`src/rtl/slot_pkg.sv`:
```
package slot_pkg;
  typedef enum logic {
    PH_ENC = 1'b0,
    PH_DEC = 1'b1
  } slot_phase_e;
endpackage

```
`src/rtl/sync_edge_det.sv`:
```
module sync_edge_det (
  input  logic clk,
  input  logic rst_n,
  input  logic clk_en,
  input  logic sync_in,
  input  logic rise_mode,
  output logic hit
);
  logic sync_q;
  logic primed;

  // the marker is sampled only on active cycles, so gaps hide it
  always_ff @(posedge clk or negedge rst_n) begin
    if (!rst_n) begin
      sync_q <= 1'b0;
      primed <= 1'b0;
    end else if (clk_en) begin
      sync_q <= sync_in;
      primed <= 1'b1;
    end
  end

  assign hit = clk_en && primed &&
               (rise_mode ? (sync_in && !sync_q) : (!sync_in && sync_q));

endmodule

```
`src/rtl/slot_counter.sv`:
```
module slot_counter #(
  parameter int CYCLES_PER_SLOT = 32,
  parameter int NARROW_CHANS    = 24,
  parameter int WIDE_CHANS      = 32,
  localparam int CYC_W  = $clog2(CYCLES_PER_SLOT),
  localparam int WORD_W = $clog2(2 * WIDE_CHANS)
) (
  input  logic              clk,
  input  logic              rst_n,
  input  logic              clk_en,
  input  logic              clear,
  input  logic              wide_mode,
  output logic [CYC_W-1:0]  cyc,
  output logic [WORD_W-1:0] word
);
  localparam logic [CYC_W-1:0]  CYC_LAST    = CYC_W'(CYCLES_PER_SLOT - 1);
  localparam logic [WORD_W-1:0] LAST_WIDE   = WORD_W'(2 * WIDE_CHANS - 1);
  localparam logic [WORD_W-1:0] LAST_NARROW = WORD_W'(2 * NARROW_CHANS - 1);

  logic [WORD_W-1:0] word_last;
  logic              slot_end;

  assign word_last = wide_mode ? LAST_WIDE : LAST_NARROW;
  assign slot_end  = (cyc == CYC_LAST);

  always_ff @(posedge clk or negedge rst_n) begin
    if (!rst_n) begin
      cyc  <= '0;
      word <= '0;
    end else if (clk_en) begin
      if (clear) begin
        cyc  <= '0;
        word <= '0;
      end else if (slot_end) begin
        cyc  <= '0;
        word <= (word >= word_last) ? '0 : word + WORD_W'(1);
      end else begin
        cyc <= cyc + CYC_W'(1);
      end
    end
  end

  // one step per active cycle
  a_r1_cyc_step: assert property (@(posedge clk) disable iff (!rst_n)
    (clk_en && !clear) |=> (cyc == $past(cyc) + CYC_W'(1)));

  // a gap freezes everything
  a_r5_gap_hold: assert property (@(posedge clk) disable iff (!rst_n)
    !clk_en |=> ($stable(cyc) && $stable(word)));

  // a marker hit lands both counters on zero
  a_r2_clear_zero: assert property (@(posedge clk) disable iff (!rst_n)
    clear |=> (cyc == '0 && word == '0));

  // the slot counter folds back at or past the frame limit
  a_r11_frame_wrap: assert property (@(posedge clk) disable iff (!rst_n)
    (clk_en && !clear && slot_end && word >= word_last) |=> (word == '0));

endmodule

```
`src/rtl/slot_decode.sv`:
```
module slot_decode
  import slot_pkg::*;
#(
  parameter int CYCLES_PER_SLOT = 32,
  parameter int WORD_W          = 6,
  localparam int CYC_W = $clog2(CYCLES_PER_SLOT)
) (
  input  logic              clk_en,
  input  logic              interleave,
  input  logic [CYC_W-1:0]  cyc,
  input  logic [WORD_W-1:0] word,
  output logic [WORD_W-1:0] chan_idx,
  output slot_phase_e       phase,
  output logic              bit_en,
  output logic [1:0]        stb_n
);
  // strobe windows close the slot: PCM bus first, ADPCM bus last
  localparam int STB_START [2] = '{CYCLES_PER_SLOT - 4, CYCLES_PER_SLOT - 2};

  always_comb begin
    if (interleave) begin
      chan_idx = word >> 1;
      phase    = word[0] ? PH_DEC : PH_ENC;
    end else begin
      chan_idx = word;
      phase    = PH_ENC;
    end
  end

  assign bit_en = clk_en && !cyc[0];

  for (genvar g = 0; g < 2; g++) begin : g_stb
    assign stb_n[g] = !((cyc == CYC_W'(STB_START[g])) ||
                        (cyc == CYC_W'(STB_START[g] + 1)));
  end

endmodule

```
`src/rtl/chan_slot_timer.sv`:
```
module chan_slot_timer
  import slot_pkg::*;
#(
  parameter int CYCLES_PER_SLOT = 32,
  parameter int NARROW_CHANS    = 24,
  parameter int WIDE_CHANS      = 32,
  localparam int CYC_W  = $clog2(CYCLES_PER_SLOT),
  localparam int WORD_W = $clog2(2 * WIDE_CHANS)
) (
  input  logic              clk,
  input  logic              rst_n,
  input  logic              clk_en,
  input  logic              sync_in,
  input  logic              framer_mode,
  input  logic              wide_mode,
  input  logic              interleave,
  output logic [WORD_W-1:0] chan_idx,
  output logic              dec_phase,
  output logic [CYC_W-1:0]  slot_cyc,
  output logic              bit_en,
  output logic              pcm_stb_n,
  output logic              adpcm_stb_n
);
  logic              sync_hit;
  logic [WORD_W-1:0] word;
  logic [1:0]        stb_n;
  slot_phase_e       phase;

  sync_edge_det u_edge (
    .clk       (clk),
    .rst_n     (rst_n),
    .clk_en    (clk_en),
    .sync_in   (sync_in),
    .rise_mode (framer_mode),
    .hit       (sync_hit)
  );

  slot_counter #(
    .CYCLES_PER_SLOT (CYCLES_PER_SLOT),
    .NARROW_CHANS    (NARROW_CHANS),
    .WIDE_CHANS      (WIDE_CHANS)
  ) u_cnt (
    .clk       (clk),
    .rst_n     (rst_n),
    .clk_en    (clk_en),
    .clear     (sync_hit),
    .wide_mode (wide_mode),
    .cyc       (slot_cyc),
    .word      (word)
  );

  slot_decode #(
    .CYCLES_PER_SLOT (CYCLES_PER_SLOT),
    .WORD_W          (WORD_W)
  ) u_dec (
    .clk_en     (clk_en),
    .interleave (interleave),
    .cyc        (slot_cyc),
    .word       (word),
    .chan_idx   (chan_idx),
    .phase      (phase),
    .bit_en     (bit_en),
    .stb_n      (stb_n)
  );

  assign dec_phase   = (phase == PH_DEC);
  assign pcm_stb_n   = stb_n[0];
  assign adpcm_stb_n = stb_n[1];

  // the two bus strobes never overlap
  a_r10_stb_exclusive: assert property (@(posedge clk) disable iff (!rst_n)
    !(!pcm_stb_n && !adpcm_stb_n));

  // the ADPCM strobe opens on the same edge that closes the PCM strobe
  a_r10_stb_order: assert property (@(posedge clk) disable iff (!rst_n)
    $fell(adpcm_stb_n) |-> $rose(pcm_stb_n));

  // in framer-facing operation a falling marker never realigns
  a_r3_fall_ignored: assert property (@(posedge clk) disable iff (!rst_n)
    (framer_mode && !sync_in) |-> !sync_hit);

  // non-interleaved slots never report a decoder phase
  a_r8_no_dec_phase: assert property (@(posedge clk) disable iff (!rst_n)
    !interleave |-> !dec_phase);

endmodule

```
`config.mk`:
```
export PLATFORM = sky130hd
export DESIGN_NAME = chan_slot_timer
export DESIGN_NICKNAME = d
export VERILOG_FILES = /design/src/rtl/slot_pkg.sv /design/src/rtl/sync_edge_det.sv /design/src/rtl/slot_counter.sv /design/src/rtl/slot_decode.sv /design/src/rtl/chan_slot_timer.sv
export SDC_FILE = /design/constraint.sdc
export NUM_CORES = 1
export LEC_CHECK = 0
export BUFFER_PORTS_ARGS = -buffer_cell sky130_fd_sc_hd__buf_4
export CAP_MARGIN = 20
export CORE_MARGIN = 2
export CORE_UTILIZATION = 52
export CTS_CLUSTER_SIZE = 14
export DETAILED_ROUTE_END_ITERATION = 12
export GPL_TIMING_DRIVEN = 1
export PLACE_DENSITY_LB_ADDON = 0.05
export REMOVE_ABC_BUFFERS = 1
export SYNTH_ARGS = -nofsm -noshare
export SYNTH_HDL_FRONTEND = slang
export SYNTH_SLANG_ARGS = --single-unit
```
`constraint.sdc`:
```
create_clock -name clk -period 2.2 [get_ports clk]
set_input_delay 0.33 -clock clk [delete_from_list [all_inputs] [get_ports clk]]
set_output_delay 0.33 -clock clk [all_outputs]
set_load 0.01 [all_outputs]
```
==> reports/qor.csv <==
metric,value,unit
share of cells above drive strength 1,0.402,
diodes inserted,0,
simple-gate area share of the yosys netlist,0.190,
Hold Fails Final Rpt,0,
DRC,0,
IO Pins,22,
leakage,0.530,nW
M1 GR Usage,0.254,
final worst setup slack,141,ps
Peak VDD IR,0.668,mV
RR Endpoint,u_cnt.cyc[3],
initial antenna violation count,0,
ranking of synthesized cells by area,"dfrtp_1 (36%), mux2_2 (9.8%), ha_1 (9.6%), a22o_1 (2.9%), nor2b_1 (2.7%)",
Worst path most repeated cell,ha_1,
largest family of logic cells by synthesized area,compound AO/OA/AOI/OAI gates,
TritonCTS Buffers,3,
cell at the root of the clock tree,clkbuf_4,
drt via density,5.69,
"Critical Path, Cell by Cell","ha_1, and3_1, ha_1, or3_1, and4bb_2, a21o_1",
Reg-to-Reg Start,u_cnt.cyc[1],
"Async S/R FF share, synth",1.00,
Total Power,945,uW
clk slew on worst S/H paths,90,ps
WP data arrival,2270,ps
port buffer count,21,
Vias,706,
Tcrit/Tclk final,0.936,
chip width,46.0,um
Worst Tran Pin Value,422,ps
family with the most delay on the worst path,simple AND/OR/NAND/NOR gates,
Yosys Warn Count,0,
Site Rows,15,
Critical Path Fanout Max,8,
1st-pass router iterations,2,
gpl congestion,0.717,
initial core utilization,0.542,
hold-critical path depth,2,
Worst Setup End Kind,register,
Yosys top cell area share,0.355,
mux cell area share after synthesis,0.0984,
Post-CTS Setup Repair Bufs,0,
Final min period,2060,ps
dpl hpwl,1.30,mm
H-tree level count,1,
Mapped Cells,85,
post-synthesis compound-gate area fraction,0.206,
sequential share of the synthesized area,0.355,
DP Worst Slack,170,ps
Core Area,0.00169,mm^2
post-synth cell types,34,
Adder-Cell Fraction of Synth Area,0.0956,
min-delay src,sync_in,
fmax,486,MHz
status,"complete, no violations",
Clock Skew,11.1,ps
met2 Usage GRT,0.314,
syn_area_per_cell,10.8,um^2
Clock Sinks,13,
Final setup viols,0,
# Max-Cap Violations,0,
Hold WC Path Type,input pin to register,
gr usage total,0.192,
xor and xnor area share after synthesis,0,
number of synthesized flops with an enable pin,0,
Post-Syn Area,916,um^2
Fill cells,139,
"commonest non-fill, non-tap cell in the layout",buf_4,
drt total wl,1.76,mm
Clock Latency Late Sink,270,ps
prevailing post-synth register cell,dfrtp_1,
Routed WL per cell,14.2,um
CTS tree,built,
Final Non-Filler Cells,124,
largest net degree at the start of global routing,20,
crit path launch type,register,
Slew HR,0.718,
number of global-route vias before repair,654,
crit-path max cell delay,510,ps
Congestion Overflow GR,0,
RSZ-0062 raised after global routing,no,
Die Area,0.00211,mm^2
crit path kind,register to register,
synthesized flop and latch total,13,
register area,325,um^2
first-pass GRT wire length,2.91,mm
global route hottest layer,met2,
cell taking the most area after synthesis,dfrtp_1,
Pins Over Slew Limit,0,
DP Cell Count,119,
Area growth syn-to-layout,20.5,%
Buf/Inv on CP,0,
flop-to-flop setup slack,140,ps
CP max stage cell,or3_1,
final setup TNS,0,ps
hold endpoint,u_edge.sync_q,
CTS Buffer Depth,2,
fin nets,122,
DR iter-0 viols,1,
required time worst endpoint,2410,ps
minimum hold slack,300,ps
footprint of the multi-input gates,541,um^2
Die Y,46.0,um
met3 Use GR,0.0238,
most frequent cells in the layout,"buf_4 (22), dfrtp_1 (13), mux2_2 (8), ha_1 (7), nand2_1 (5)",
FF-to-FF path depth,6,
Antenna Nets Post-Route,0,
PD cells,856,mW/mm^2
## per-stage QoR
step	utilization	area, um^2
finish	0.653	1100
global route	0.653	1100
CTS	0.653	1100
detailed placement	0.632	1070
global placement	0.632	1070
floorplan	-	881
## state kept, by name, summed over array words and instances (netlist names)
| signal | cells |
|---|---|
| u_cnt.word | 6 |
| u_edge.sync_q | 1 |
| u_cnt.cyc | 5 |
| u_edge.primed | 1 |
## power by group
part	internal [mW]	switching, mW
sequential	0.303	0.0794
clock	0.0700	0.0760
combinational	0.228	0.188
total	0.601	0.343
## worst register-to-register path, delay by kind of cell, from the launching register on
family	cells	cell delay (ps)
flip-flops	1	430
adder cells (fa/ha/maj)	2	460
AO/OA/AOI/OAI	1	80
AND/OR/NAND/NOR	3	1040
## layout make-up
cell class / count / share of cell area
inverters: 4 / 0.0136
flip-flops and latches: 13 / 0.295
clock buffers: 4 / 0.0238
multi-input cells: 63 / 0.490
repair buffers: 23 / 0.159
well taps: 17 / 0.0193
## kinds of logic (layout without fill, tap and decap cells)
| group | after synthesis | in the layout |
|---|---|---|
| DFF | 13 | 13 |
| and+or+nand+nor | 27 | 27 |
| buffers and inverters | 9 | 31 |
| muxes | 8 | 8 |
| AOI/OAI and AO/OA | 21 | 21 |
| adders and majority gates | 7 | 7 |
## metal layers
metal  vias to the layer above  part of all wire
met1                       340              0.46
met4                         0            0.0068
met2                         6              0.51
met3                         2             0.023
met5                         -                 0
li1                        358                 -
## synth_stat cells, types with 2 or more instances
library cell	n
o311ai_1	2
nand2_1	5
ha_1	7
buf_6	2
a22o_1	3
nor2b_1	4
inv_1	4
dfrtp_1	13
nor2_1	3
mux2_2	8
a21o_1	2
o22ai_1	2
a221o_1	2
a21oi_1	2
clkbuf_1	2
nand3_1	2
o21ai_0	3
and3_1	3
## timing repair
item,in CTS,in global routing
endpoints found under the setup margin,0,0
hold buffers,1,0
endpoints found under the hold margin,13,0
resized for setup,0,0
## worst max-delay path by stage
stage	startpoint	end	slack, ps	cells after the start
global placement	u_cnt.cyc[1]	u_cnt.cyc[3]	240	6
CTS	u_cnt.cyc[1]	u_cnt.cyc[3]	140	6
detailed placement	u_cnt.cyc[1]	u_cnt.word[4]	170	6
global route	u_cnt.cyc[1]	u_cnt.cyc[3]	60	6
finish	u_cnt.cyc[1]	u_cnt.cyc[3]	140	6
floorplan	u_cnt.cyc[0]	u_cnt.cyc[3]	210	6
Power figures use the tool's default switching activity.
